--- src/rtl/txd_mode_tracker.sv ---
module txd_mode_tracker #(
  parameter int CTX_W = 32
) (
  input  logic             clk,
  input  logic             rst_n,
  input  logic             in_valid,
  output logic             in_ready,
  input  logic [1:0]       in_kind,
  input  logic             in_ctx_sel,
  input  logic             in_eop,
  input  logic [CTX_W-1:0] in_ctx,
  output logic             tag_valid,
  output logic [1:0]       tag_mode,
  output logic             tag_first,
  output logic             tag_last,
  output logic             pkt_open,
  output logic [1:0]       pkt_mode,
  output logic [CTX_W-1:0] ext_ctx,
  output logic             ext_ctx_vld,
  output logic [CTX_W-1:0] seg_ctx,
  output logic             seg_ctx_vld,
  output logic             err_pulse,
  output logic [1:0]       err_code
);

  localparam logic [1:0] K_LEG = 2'b00;
  localparam logic [1:0] K_EXT = 2'b01;
  localparam logic [1:0] K_SEG = 2'b10;
  localparam logic [1:0] K_CTX = 2'b11;

  localparam logic [1:0] E_NONE  = 2'd0;
  localparam logic [1:0] E_INPKT = 2'd1;
  localparam logic [1:0] E_MIX   = 2'd2;
  localparam logic [1:0] E_NOCTX = 2'd3;

  logic       ready_q;
  logic       acc, is_ctx, has_ctx, bad, ok_ctx, ok_data;
  logic [1:0] code;

  assign in_ready = ready_q;
  assign acc      = in_valid & ready_q;
  assign is_ctx   = (in_kind == K_CTX);
  assign has_ctx  = (in_kind == K_EXT) ? ext_ctx_vld :
                    (in_kind == K_SEG) ? seg_ctx_vld : 1'b1;

  always_comb begin
    code = E_NONE;
    if (is_ctx) begin
      if (pkt_open) code = E_INPKT;
    end else if (pkt_open && in_kind != pkt_mode) begin
      code = E_MIX;
    end else if (!has_ctx) begin
      code = E_NOCTX;
    end
  end

  assign bad     = acc && (code != E_NONE);
  assign ok_ctx  = acc && is_ctx && !bad;
  assign ok_data = acc && !is_ctx && !bad;

  always_ff @(posedge clk) begin
    if (!rst_n) begin
      ready_q     <= 1'b0;
      tag_valid   <= 1'b0;
      tag_mode    <= K_LEG;
      tag_first   <= 1'b0;
      tag_last    <= 1'b0;
      pkt_open    <= 1'b0;
      pkt_mode    <= K_LEG;
      ext_ctx     <= '0;
      ext_ctx_vld <= 1'b0;
      seg_ctx     <= '0;
      seg_ctx_vld <= 1'b0;
      err_pulse   <= 1'b0;
      err_code    <= E_NONE;
    end else begin
      ready_q   <= 1'b1;
      tag_valid <= ok_data;
      err_pulse <= bad;
      err_code  <= bad ? code : E_NONE;
      if (ok_data) begin
        tag_mode  <= in_kind;
        tag_first <= !pkt_open;
        tag_last  <= in_eop;
        pkt_open  <= !in_eop;
        pkt_mode  <= in_kind;
      end
      if (ok_ctx && !in_ctx_sel) begin
        ext_ctx     <= in_ctx;
        ext_ctx_vld <= 1'b1;
      end
      if (ok_ctx && in_ctx_sel) begin
        seg_ctx     <= in_ctx;
        seg_ctx_vld <= 1'b1;
      end
    end
  end


  err_tag_excl_chk: assert property (@(posedge clk) disable iff (!rst_n)
    !(err_pulse && tag_valid));


  ctx_hold_chk: assert property (@(posedge clk) disable iff (!rst_n)
    $past(pkt_open) |-> ($stable(ext_ctx) && $stable(seg_ctx)));


  mode_hold_chk: assert property (@(posedge clk) disable iff (!rst_n)
    (tag_valid && !tag_first) |-> (tag_mode == $past(pkt_mode)));


  ext_needs_ctx_chk: assert property (@(posedge clk) disable iff (!rst_n)
    (tag_valid && tag_mode == K_EXT) |-> ext_ctx_vld);


  seg_needs_ctx_chk: assert property (@(posedge clk) disable iff (!rst_n)
    (tag_valid && tag_mode == K_SEG) |-> seg_ctx_vld);


  vld_sticky_chk: assert property (@(posedge clk) disable iff (!rst_n)
    !$fell(ext_ctx_vld) && !$fell(seg_ctx_vld));


  first_tag_chk: assert property (@(posedge clk) disable iff (!rst_n)
    tag_valid |-> (tag_first == !$past(pkt_open)));

endmodule

--- config.mk ---
export PLATFORM = sky130hd
export DESIGN_NAME = txd_mode_tracker
export DESIGN_NICKNAME = d
export VERILOG_FILES = /design/src/rtl/txd_mode_tracker.sv
export SDC_FILE = /design/constraint.sdc
export NUM_CORES = 1
export LEC_CHECK = 0
export BUFFER_PORTS_ARGS = -buffer_cell sky130_fd_sc_hd__buf_2
export CORE_MARGIN = 1.5
export CORE_UTILIZATION = 25
export DETAILED_ROUTE_END_ITERATION = 8
export HOLD_SLACK_MARGIN = 0.15
export REMOVE_ABC_BUFFERS = 1
export SETUP_SLACK_MARGIN = 0.4
export SKIP_CTS_REPAIR_TIMING = 1
export SLEW_MARGIN = 30
export SYNTH_ARGS = -nofsm -noshare
export SYNTH_HDL_FRONTEND = slang
export SYNTH_SLANG_ARGS = --single-unit
--- constraint.sdc ---
create_clock -name clk -period 2.11 [get_ports clk]
set_clock_uncertainty 0.15 [all_clocks]
set_input_delay 0.3165 -clock clk [delete_from_list [all_inputs] [get_ports clk]]
set_output_delay 0.3165 -clock clk [all_outputs]
set_load 0.03 [all_outputs]
# == Word-level counts from Yosys, hierarchy flattened ==
# Index checks and enable logic that the tools add are counted.
# totals
reg_bits,76
latchBits,0
ramBits,0
rom_bits,0
in_bits,39
out_inout_bits,78
wordCells,39
memories,0
# op_classes
n_addsub,0
n_mul,0
n_div,0
n_lt_le_gt_ge,0
n_eq_ne,4
shifts,0
muxes,7
bitwise_logic,1
n_reduce_logical,15
# op_table
op,count
logical AND 1 bit,8
two-way mux 2 bit,3
zero test 1 bit,5
"equality test 2 bit, second input constant",2
two-way mux 1 bit,4
"equality test 2 x 1 -> 1 bit, second input constant",1
!= test 2 bit,1
AND reduction 2 bit,1
nonzero test 2 bit,1
AND 1 bit,1

# == Longest topological paths before layout ==
# depth
word_depth,11
depth_mapped,6
ltp_nobuf,4

# == Worst setup path before layout ==
# No wires, ideal clock.
# synth_timing
path_kind,register to register
from,"reg ready_q, in the netlist in_ready"
to,reg ext_ctx[10]
setup_ns,0.132
arrival_time_ns,1.666
t_required_ns,1.828
setup_slack_ns,0.161
path_stages_with_launch,7
n_path_buf,2
synth_period_minus_slack_ns,1.949
cell_sequence,dfxtp_1 -> nand2_1 -> or4_1 -> clkbuf_1 -> buf_2 -> nand2_1 -> a21oi_1
# synth_between
elab_chain_cells,5
elab_cells_between_ends,6
classes_between,bitwise (1); reduce/logical (5)
# synth_lines
item,line_no,source
start: declaration,36,logic ready_q;
start signal: assignment,63,ready_q <= 1'b0;
start signal: assignment,77,ready_q <= 1'b1;
AND 1 bit *,41,assign acc = in_valid & ready_q;
logical AND 1 bit,57,assign bad = acc && (code != E_NONE);
zero test 1 bit,58,assign ok_ctx = acc && is_ctx && !bad;
logical AND 1 bit *,58,
logical AND 1 bit *,88,if (ok_ctx && !in_ctx_sel) begin
end signal: assignment,89,ext_ctx <= in_ctx;
end: declaration,18,"output logic [CTX_W-1:0] ext_ctx,"
# Every way passes the cells marked *; elsewhere a longest branch is shown, timed or not.
# A chain may end at the register's enable or synchronous reset.

# == Worst setup path in the final report ==
# layout_timing
from,reg pkt_mode[1]
to,reg pkt_open
# layout_between
elab_chain_cells,8
# layout_lines
item,line_no,source
start: declaration,17,"output logic [1:0] pkt_mode,"
start signal: assignment,86,pkt_mode <= in_kind;
!= test 2 bit,50,end else if (pkt_open && in_kind != pkt_mode) begin
logical AND 1 bit,50,
two-way mux 2 bit,50,
two-way mux 2 bit,48,if (is_ctx) begin
nonzero test 2 bit,57,
logical AND 1 bit,57,
zero test 1 bit,59,assign ok_data = acc && !is_ctx && !bad;
logical AND 1 bit,59,
end signal: assignment,85,pkt_open <= !in_eop;
end: declaration,16,"output logic pkt_open,"
# Every way passes these cells.

==> out/qor.yml <==
outcome:
  status: "completed"
sta:
  finalWorstSetupSlack_ns: 0.326
  report.final.setup_viol: 0
  fmax_mhz: 560
  rsz0062_at_grt: "yes"
  slew_violations: 0
  tightest_slew_ns: 0.366
  min_period_ns: 1.78
  hold_viol: 0
  fin_setup_tns_ns: 0
  finalCritPeriodShare_pct: 84.6
  worst_hold_slack_ns: 0.173
  worst_slew_margin_rel_pct: 75.6
grt:
  grt_usage_pct: 13.7
  grt_antenna_before_repair: 0
  grt_pass1_vias: 2592
  grt_pass1_wl_um: 12400
  grt_max_degree: 34
  grt_overflow: 0
synthesis:
  synth.distinct_cells: 31
  ys_ff_latch: 76
  yosys.area_share.simple_pct: 23.6
  synth_top_area_share_pct: 54.5
  synth_area_leaders: "dfxtp_1 (55%), nand2_1 (18%), a21oi_1 (13%)"
  yosys.area.top_type: "dfxtp_1"
  postSynthCellCount: 351
  netlist_area_um2: 2790
  synth_mux_area_share_pct: 0
  synth_compound_area_share_pct: 17.0
  ys_seq_area_share_pct: 54.5
  synth_top_family_by_area: "simple AND/OR/NAND/NOR gates"
  synthAdderAreaFrac_pct: 0
  synth_warnings: 0
  synth_area_per_cell_um2: 7.95
  synthXorXnorAreaFrac_pct: 0
setup_path:
  rrSetupSlack_ns: 0.33
  timing.rr.start: "pkt_mode[1]"
  worstSetupEndpointType: "register"
  path_buf_inv: 0
  slowest_stage: "o41a_1"
  path_max_fanout: 6
  worst-path-stages: 4
  startpoint: "pkt_mode[1]"
  setup.worst_path.end: "pkt_open"
  arrival_ns: 1.88
  crit_chain: "nor2b_4 -> o41a_1 -> or4_4 -> o211a_1"
  cp-start-kind: "register"
  reg2reg_to: "pkt_open"
  cpPeakStageDelay_ns: 0.46
  worst-r2r-cell-count: 4
  worstPathRequired_ns: 2.21
  crit_family: "compound AO/OA/AOI/OAI gates"
  crit_type: "reg2reg"
place:
  hpwl_um: 5530
  port_buffers: 116
  gp_congestion: 0.743
  dp_cells: 593
  dp_slack_ns: 0.145
power:
  ir_drop_v: 0.000313
  powerDensity_nw_per_um2: 695
  power_switching_uw: 731
  combPwrFrac_pct: 9.7
  p_sw_share_pct: 25.4
  pwr-share-clk_pct: 39.3
  p_leak_uw: 0.00179
  internal_power_uw: 2150
  seqPwrFrac_pct: 51.0
job:
  maxCapViolCount: 0
drt:
  antenna_left: 0
  wl_um: 8560
  drc_errors: 0
  num_vias: 2885
  firstDrtPassIters: 4
  wl_per_cell_um: 13.2
  via_per_inst: 4.46
  drt_iter0_markers: 212
layout:
  drive_gt1_share_pct: 31.2
  final_util_pct: 38.2
  fin_cells: 647
  antenna_cells: 0
  syn_to_final_growth_pct: 48.5
  final_nets: 541
floorplanning:
  die_y_um: 109
  die_w_um: 109
  ios: 117
  initial_utilization_pct: 25.8
  die-area_um2: 11800
  rows: 38
  coreArea_um2: 10800
min_path:
  holdCritPathClass: "in2reg"
clock_tree:
  cts.sinks: 76
  htree_levels: 3
  cts_tree: "yes"
  clkTransAtPathRegs_ns: 0.08
  clk_latency_ns: 0.35
  cts-root-buf: "clkbuf_8"
  cts_buffer_depth: 2
  cts_buffers: 9
-- stage by stage --
| step | area [µm²] | total power, µW |
|---|---|---|
| after global placement | 3520 | 1720 |
| after detailed placement | 3520 | 1730 |
| after global routing | 4150 | 3010 |
| after floorplan | 2670 | 1620 |
| final | 4150 | 2880 |
| after CTS | 3730 | 2870 |
-- registers in the layout, indices dropped and copies added (netlist names) --
register,count
err_code,2
tag_last,1
ext_ctx_vld,1
tag_valid,1
ext_ctx,32
tag_first,1
pkt_mode,2
pkt_open,1
in_ready,1
seg_ctx,32
seg_ctx_vld,1
err_pulse,1
-- kinds of logic (layout without fill, tap and decap cells) --
family / Yosys count / count (layout)
AOI/OAI and AO/OA: 88 / 88
DFF: 76 / 76
and+or+nand+nor: 157 / 157
buffers and inverters: 30 / 186
-- area by class of cell --
type / instances / area [µm²]
clock inverter: 6 / 63.8
multi-input combinational: 245 / 1160
clock buffer: 10 / 138
inverter: 4 / 15.0
tap: 140 / 175
timing repair buffer: 166 / 1070
fill: 1101 / 6700
sequential: 76 / 1530
-- worst min path at each step --
stage                     start           to  slack, ns  cells past startpoint
floorplan                 rst_n     in_ready       0.19                      0
global placement    seg_ctx[23]  seg_ctx[23]       0.29                      2
detailed placement  ext_ctx[16]  ext_ctx[16]       0.30                      2
CTS                       rst_n     in_ready      -0.05                      1
global route         in_kind[1]  pkt_mode[1]       0.17                      3
finish                   in_eop     tag_last       0.17                      4
-- power groups by stage --
stage,sequential [µW],clock [µW],combinational (µW)
5_1_grt,1470,1240,303
2_1_floorplan,1550,0,68.0
3_3_place_gp,1500,0,219
6_report,1470,1130,280
4_1_cts,1470,1180,224
3_5_place_dp,1500,0,223
-- cell usage in the layout (no fill, tap or decap), types with 2 or more instances in the layout --
cell           count
clkinvlp_4         2
buf_4              9
inv_1              3
buf_2            116
clkbuf_8          10
nor2_1             3
dfxtp_1           73
dlygate4sd3_1     34
or4_4              2
a21oi_1           70
nand2b_1           3
nand2_1          132
buf_6              5
o21a_1             2
clkinv_2           2
nand3_1            3
o31ai_1            4
a31oi_1            2
dfxtp_2            2
nor2b_1            5
o21ai_0            5
-- Yosys cell counts --
master and count:
clkbuf_4 1, clkbuf_1 13, o211ai_1 1, nor2_1 3, a21o_1 1, nand2b_1 3
o41a_1 1, o31ai_1 4, o21ai_0 5, dfxtp_1 76, or4_4 1, a21oi_1 71
nor3b_1 1, nand4_1 1, nor3_1 1, nor4_1 1, inv_2 1, inv_1 3
nand2_1 132, o211a_1 1, and2b_1 1, nor2b_1 6, and4_1 1, and3b_1 1
nand3_1 3, or4_1 1, o21a_1 2, buf_4 2, a31oi_1 2, nor4_2 1
buf_2 10
-- per-layer routing --
layer  GRT usage [%]  part of all wire, %  vias to the layer above
met3            3.41                  4.7                       13
li1                -                    -                     1458
met5               0                    0                        -
met2            23.5                   49                       80
met4            6.67                  1.8                        0
met1            15.8                   44                     1334
-- worst min-delay path: cells and delay by family --
kind | cells | cell delay (ns)
buffers and inverters | 2 | 0.14
AND/OR/NAND/NOR | 1 | 0.13
AO/OA/AOI/OAI | 1 | 0.05
No activity file was read; power rests on OpenSTA's default activity.
